[src/rtl/mash_pkg.sv]
package mash_pkg;

  localparam int MASH_ORDER = 3;
  localparam int OFS_W      = 4;

  typedef logic signed [OFS_W-1:0] ofs_t;

  // weighted sum of present and delayed carries: first stage direct,
  // second stage first difference, third stage second difference
  function automatic ofs_t mash3_offset(input logic c1, input logic c2,
                                        input logic c2_d1, input logic c3,
                                        input logic c3_d1, input logic c3_d2);
    int acc;
    acc = int'(c1) + int'(c2) - int'(c2_d1)
        + int'(c3) - 2 * int'(c3_d1) + int'(c3_d2);
    return ofs_t'(acc);
  endfunction

  // sign-extend the offset and add it to the base ratio, wrapping
  function automatic logic [31:0] apply_offset(input logic [31:0] base,
                                               input ofs_t ofs);
    logic [31:0] ext;
    ext = {{(32-OFS_W){ofs[OFS_W-1]}}, ofs};
    return base + ext;
  endfunction

endpackage

[src/rtl/mash_stage.sv]
module mash_stage #(
  parameter int ACC_W = 16
) (
  input  logic             clk,
  input  logic             rst_n,
  input  logic [ACC_W-1:0] in_val,
  output logic [ACC_W-1:0] sum_next,
  output logic [ACC_W-1:0] sum_q,
  output logic             carry_q
);

  logic [ACC_W:0] total;

  assign total    = {1'b0, in_val} + {1'b0, sum_q};
  assign sum_next = total[ACC_W-1:0];

  always_ff @(posedge clk or negedge rst_n) begin
    if (!rst_n) begin
      sum_q   <= '0;
      carry_q <= 1'b0;
    end else begin
      sum_q   <= total[ACC_W-1:0];
      carry_q <= total[ACC_W];
    end
  end

endmodule

[src/rtl/mash_recombine.sv]
module mash_recombine
  import mash_pkg::*;
(
  input  logic                  clk,
  input  logic                  rst_n,
  input  logic [MASH_ORDER-1:0] carry,
  output logic                  c2_d1,
  output logic                  c3_d1,
  output logic                  c3_d2,
  output ofs_t                  offset
);

  always_ff @(posedge clk or negedge rst_n) begin
    if (!rst_n) begin
      c2_d1 <= 1'b0;
      c3_d1 <= 1'b0;
      c3_d2 <= 1'b0;
    end else begin
      c2_d1 <= carry[1];
      c3_d1 <= carry[2];
      c3_d2 <= c3_d1;
    end
  end

  assign offset = mash3_offset(carry[0], carry[1], c2_d1,
                               carry[2], c3_d1, c3_d2);

endmodule

[src/rtl/mash3_divctl.sv]
module mash3_divctl
  import mash_pkg::*;
#(
  parameter int FRAC_W = 16,
  parameter int INT_W  = 8
) (
  input  logic              clk,
  input  logic              rst_n,
  input  logic [FRAC_W-1:0] frac_word,
  input  logic [INT_W-1:0]  int_n,
  output logic [INT_W-1:0]  div_value
);

  logic [FRAC_W-1:0]     stage_in   [MASH_ORDER];
  logic [FRAC_W-1:0]     stage_next [MASH_ORDER];
  logic [FRAC_W-1:0]     stage_sum  [MASH_ORDER];
  logic [MASH_ORDER-1:0] stage_carry;

  // named internal events for the checker
  logic [FRAC_W-1:0] s1_q, s2_q, s3_q;
  logic              c1_q, c2_q, c3_q;
  logic              c2_dly, c3_dly, c3_dly2;
  ofs_t              offset_w;
  logic [31:0]       div_full;

  genvar k;
  generate
    for (k = 0; k < MASH_ORDER; k++) begin : g_stage
      if (k == 0) begin : g_head
        assign stage_in[k] = frac_word;
      end else begin : g_chain
        assign stage_in[k] = stage_next[k-1];
      end
      mash_stage #(.ACC_W(FRAC_W)) u_stage (
        .clk      (clk),
        .rst_n    (rst_n),
        .in_val   (stage_in[k]),
        .sum_next (stage_next[k]),
        .sum_q    (stage_sum[k]),
        .carry_q  (stage_carry[k])
      );
    end
  endgenerate

  mash_recombine u_recombine (
    .clk    (clk),
    .rst_n  (rst_n),
    .carry  (stage_carry),
    .c2_d1  (c2_dly),
    .c3_d1  (c3_dly),
    .c3_d2  (c3_dly2),
    .offset (offset_w)
  );

  assign s1_q = stage_sum[0];
  assign s2_q = stage_sum[1];
  assign s3_q = stage_sum[2];
  assign c1_q = stage_carry[0];
  assign c2_q = stage_carry[1];
  assign c3_q = stage_carry[2];

  assign div_full  = apply_offset(32'(int_n), offset_w);
  assign div_value = div_full[INT_W-1:0];

endmodule

[config.mk]
export PLATFORM = sky130hd
export DESIGN_NAME = mash3_divctl
export DESIGN_NICKNAME = d
export VERILOG_FILES = /design/src/rtl/mash_pkg.sv /design/src/rtl/mash_stage.sv /design/src/rtl/mash_recombine.sv /design/src/rtl/mash3_divctl.sv
export SDC_FILE = /design/constraint.sdc
export NUM_CORES = 1
export LEC_CHECK = 0
export ABC_AREA = 1
export BUFFER_PORTS_ARGS = -buffer_cell sky130_fd_sc_hd__clkbuf_2
export CAP_MARGIN = 20
export CORE_ASPECT_RATIO = 0.8
export CORE_MARGIN = 5
export CORE_UTILIZATION = 40
export CTS_CLUSTER_DIAMETER = 60
export DETAILED_ROUTE_END_ITERATION = 16
export SLEW_MARGIN = 15
export SYNTH_ARGS = -nofsm -noshare
export SYNTH_HDL_FRONTEND = slang
export SYNTH_SLANG_ARGS = --single-unit
[constraint.sdc]
create_clock -name clk -period 6.5 [get_ports clk]
set_input_delay 0 -clock clk [delete_from_list [all_inputs] [get_ports clk]]
set_output_delay 0 -clock clk [all_outputs]
set_load 0.02 [all_outputs]
==> summary.txt <==
Synth
  • Cell taking the most area after synthesis: dfrtp_1
  • Seq cells post-synth: 54
  • Yosys top cell area share: 28.7%
  • Synth top area cells: dfrtp_1, nand2_1, ha_1
  • Synth unique cells: 27
  • Post-Syn Instances: 673
  • Post-Synthesis Cell Area: roughly 4700 µm²
  • Synth warnings: 0
  • Mean post-synth cell area: roughly 7 µm²
  • Mapped Nets: approximately 770
  • Sequential share of the synthesized area: 28.7%

Route
  • Post-route DRC: 0
  • Total wire length: 9980 µm
  • Drt pass-1 iters: 5
  • Routed Antenna Nets: 0
  • Via density: 4.60
  • DR iter-0 viols: about 220
  • Wire per inst: roughly 12 µm
  • Via count: between 3000 and 4000

Finish
  • Nets: approximately 810
  • Diodes inserted: 0
  • Filler cells: between 1000 and 1500
  • Layout cells sized above 1: 11.3%
  • Layout area overhead: 11.2%

Worst hold path
  • Worst Hold Class: input pin to register
  • Hold endpoint: g_stage[0].u_stage.carry_q$_DFF_PN0_
  • Worst Hold Launch: frac_word[15]
  • Hold Path Depth: 4

Critical path
  • Worst reg2reg path depth: 26
  • Crit path required time: around 6.7 ns
  • Setup Crit Path Kind: register to register
  • Kind of end point of the critical path: register
  • Reg2reg end: g_stage[2].u_stage.sum_q[14]$_DFF_PN0_
  • Reg2Reg Setup Slack: 2.73 ns
  • Startpoint Class: register
  • FF-to-FF Start: g_stage[0].u_stage.sum_q[0]$_DFF_PN0_
  • Crit Path Max Fanout: 5
  • Worst endpoint data arrival time: slightly below 4 ns

Global route
  • First-pass GRT wire length: 17400 µm
  • GRT overflow: 0
  • Total global-route track usage: between 10 and 15%
  • Number of global-route vias before repair: a little under 4000
  • Largest net degree at the start of global routing: 55
  • Initial antenna violation count: 0

Timing
  • Max Slew Vio Count: 0
  • Tmin final: approximately 3.8 ns
  • Fin crit share: slightly below 60%
  • Clk_skew: between 0.005 and 0.006 ns
  • Slew HR: between 50% and 60%
  • Setup_tns: 0 ns
  • Hold Vio Cnt, Final: 0
  • Achievable frequency: roughly 270 MHz
  • Unrepaired setup endpoints after global routing: no
  • Setup-failing EPs final: 0
  • Hold Slack: around 0.085 ns
  • Worst-margin pin slew: ~0.72 ns

Clocking
  • Clk slew on worst S/H paths: 0.07 ns
  • CTS sink cnt: 54
  • CTS tree: yes
  • Number of H-tree levels: 2
  • Worst-Skew Late Latency: 0.30 ns
  • Root Buffer: clkbuf_16
  • Number of CTS-inserted buffers: 5
  • Worst-case clock buffer depth: 2
  • Post-CTS Setup Bufs: 0

Die
  • Site Rows: 35
  • Effective utilization at floorplan: approximately two fifths
  • Die Span Y: about 110 µm
  • IO Pins: 34
  • CORE AREA: ~12000 µm²
  • Die width: approximately 130 µm
  • Die area: 14100 µm²

Job
  • Maxcap violations: 0

Run status
  • Status: finished, final reports clean

Place
  • Port bufs: 33
  • RePlAce Congestion: about 0.88
  • Post-DP HPWL: 8310 µm
-- layout make-up --
cell class / count / area (µm²) / area share [%]
multi-input combinational: 484 / 2850 / 54.5
sequential: 54 / 1350 / 25.8
inverter: 135 / 507 / 9.68
timing repair buffer: 36 / 193 / 3.68
tap: 148 / 185 / 3.54
clock buffer: 7 / 143 / 2.72
clock inverter: 1 / 5.00 / 0.0956
-- synth_stat cells (all sizes together) --
master    n
dfrtp    54
fa        6
nand3b    4
or2       3
nor2     36
a211oi    2
o21bai    2
ha       63
a21oi    28
o21a      1
a21o      1
nand4     4
nand2   262
and2      1
inv     135
xnor2     7
xor2     21
nor3     10
nand3    33
-- worst max path at each step --
stage                     slack, ns  cells past startpoint                             startpoint                                endpoint
after global routing           2.27                     26  g_stage[0].u_stage.sum_q[0]$_DFF_PN0_  g_stage[2].u_stage.sum_q[14]$_DFF_PN0_
after floorplan                3.17                     26  g_stage[0].u_stage.sum_q[0]$_DFF_PN0_  g_stage[2].u_stage.sum_q[14]$_DFF_PN0_
after global placement         2.84                     26  g_stage[0].u_stage.sum_q[0]$_DFF_PN0_  g_stage[2].u_stage.sum_q[13]$_DFF_PN0_
after CTS                      2.75                     26  g_stage[0].u_stage.sum_q[0]$_DFF_PN0_  g_stage[2].u_stage.sum_q[14]$_DFF_PN0_
after detailed placement       2.76                     26  g_stage[0].u_stage.sum_q[0]$_DFF_PN0_  g_stage[2].u_stage.sum_q[14]$_DFF_PN0_
final                          2.73                     26  g_stage[0].u_stage.sum_q[0]$_DFF_PN0_  g_stage[2].u_stage.sum_q[14]$_DFF_PN0_
-- metal layers --
| metal | vias to the layer above | global-route usage [%] | wire length (µm) |
|---|---|---|---|
| li1 | 2147 | - | - |
| met1 | 1767 | 19.8 | 5160 |
| met2 | 53 | 24.4 | 4410 |
| met3 | 11 | 2.95 | 290 |
| met4 | 0 | 3.74 | 118 |
| met5 | - | 0 | 0 |
-- flip-flops by register name (all words and copies together), names as in the netlist --
name                     flops
g_stage.u_stage.carry_q      3
g_stage.u_stage.sum_q       48
u_recombine.c3_d1            1
u_recombine.c2_d1            1
u_recombine.c3_d2            1
-- per-stage QoR --
stage | std cells | utilization, % | setup WS, ns | area (µm²)
floorplan | 673 | - | 3.17 | 4710
global placement | 855 | 44.0 | 2.84 | 5070
detailed placement | 855 | 44.0 | 2.76 | 5070
CTS | 865 | 45.5 | 2.75 | 5240
global route | 865 | 45.5 | 2.27 | 5240
finish | 865 | 45.5 | 2.73 | 5240
-- kinds of logic after synthesis --
logic type,share of synthesized area [%]
simple gates,31.9
compound gates,4.17
buf+inv,10.8
flops,28.7
fa+ha+maj,19.3
xor+xnor,5.20
-- worst max-delay path: stages (launching register included) --
cell and delay [ns]:
dfrtp_1 0.37, ha_1 0.21, fa_1 0.40, nand2_1 0.11, nand2_1 0.06, nand3b_1 0.08, nand2_1 0.10, nand2_1 0.09
nand2_1 0.05, nand2_1 0.05, nand2_1 0.08, ha_1 0.36, nand2_1 0.19, nor2_1 0.07, nor2_1 0.12, nand3_1 0.11
nand2_1 0.07, nand2_1 0.09, ha_1 0.36, nand2_1 0.17, inv_1 0.05, nand2_1 0.07, nand2_1 0.04, a21oi_1 0.17
nand2_1 0.08, nand2_1 0.07, nand2_1 0.05
-- repair_timing --
action / CTS / global route
hold buffers: 2 / 0
resized for setup: 0 / 0
hold endpoints to repair: 55 / 0
-- cells in the final DEF (no fill, tap or decap), drive strengths merged --
cell type,n
nand2,262
inv,135
ha,63
dfrtp,54
clkbuf,40
nor2,36
nand3,33
a21oi,28
xor2,21
nor3,10
xnor2,7
fa,6
nand3b,4
nand4,4
or2,3
a211oi,2
dlygate4sd3,2
o21bai,2
and2,1
o21a,1
a21o,1
clkinv,1
buf,1
Power is not shown: default switching activity piles up to over one toggle a cycle in this logic, so the estimate is an artifact.
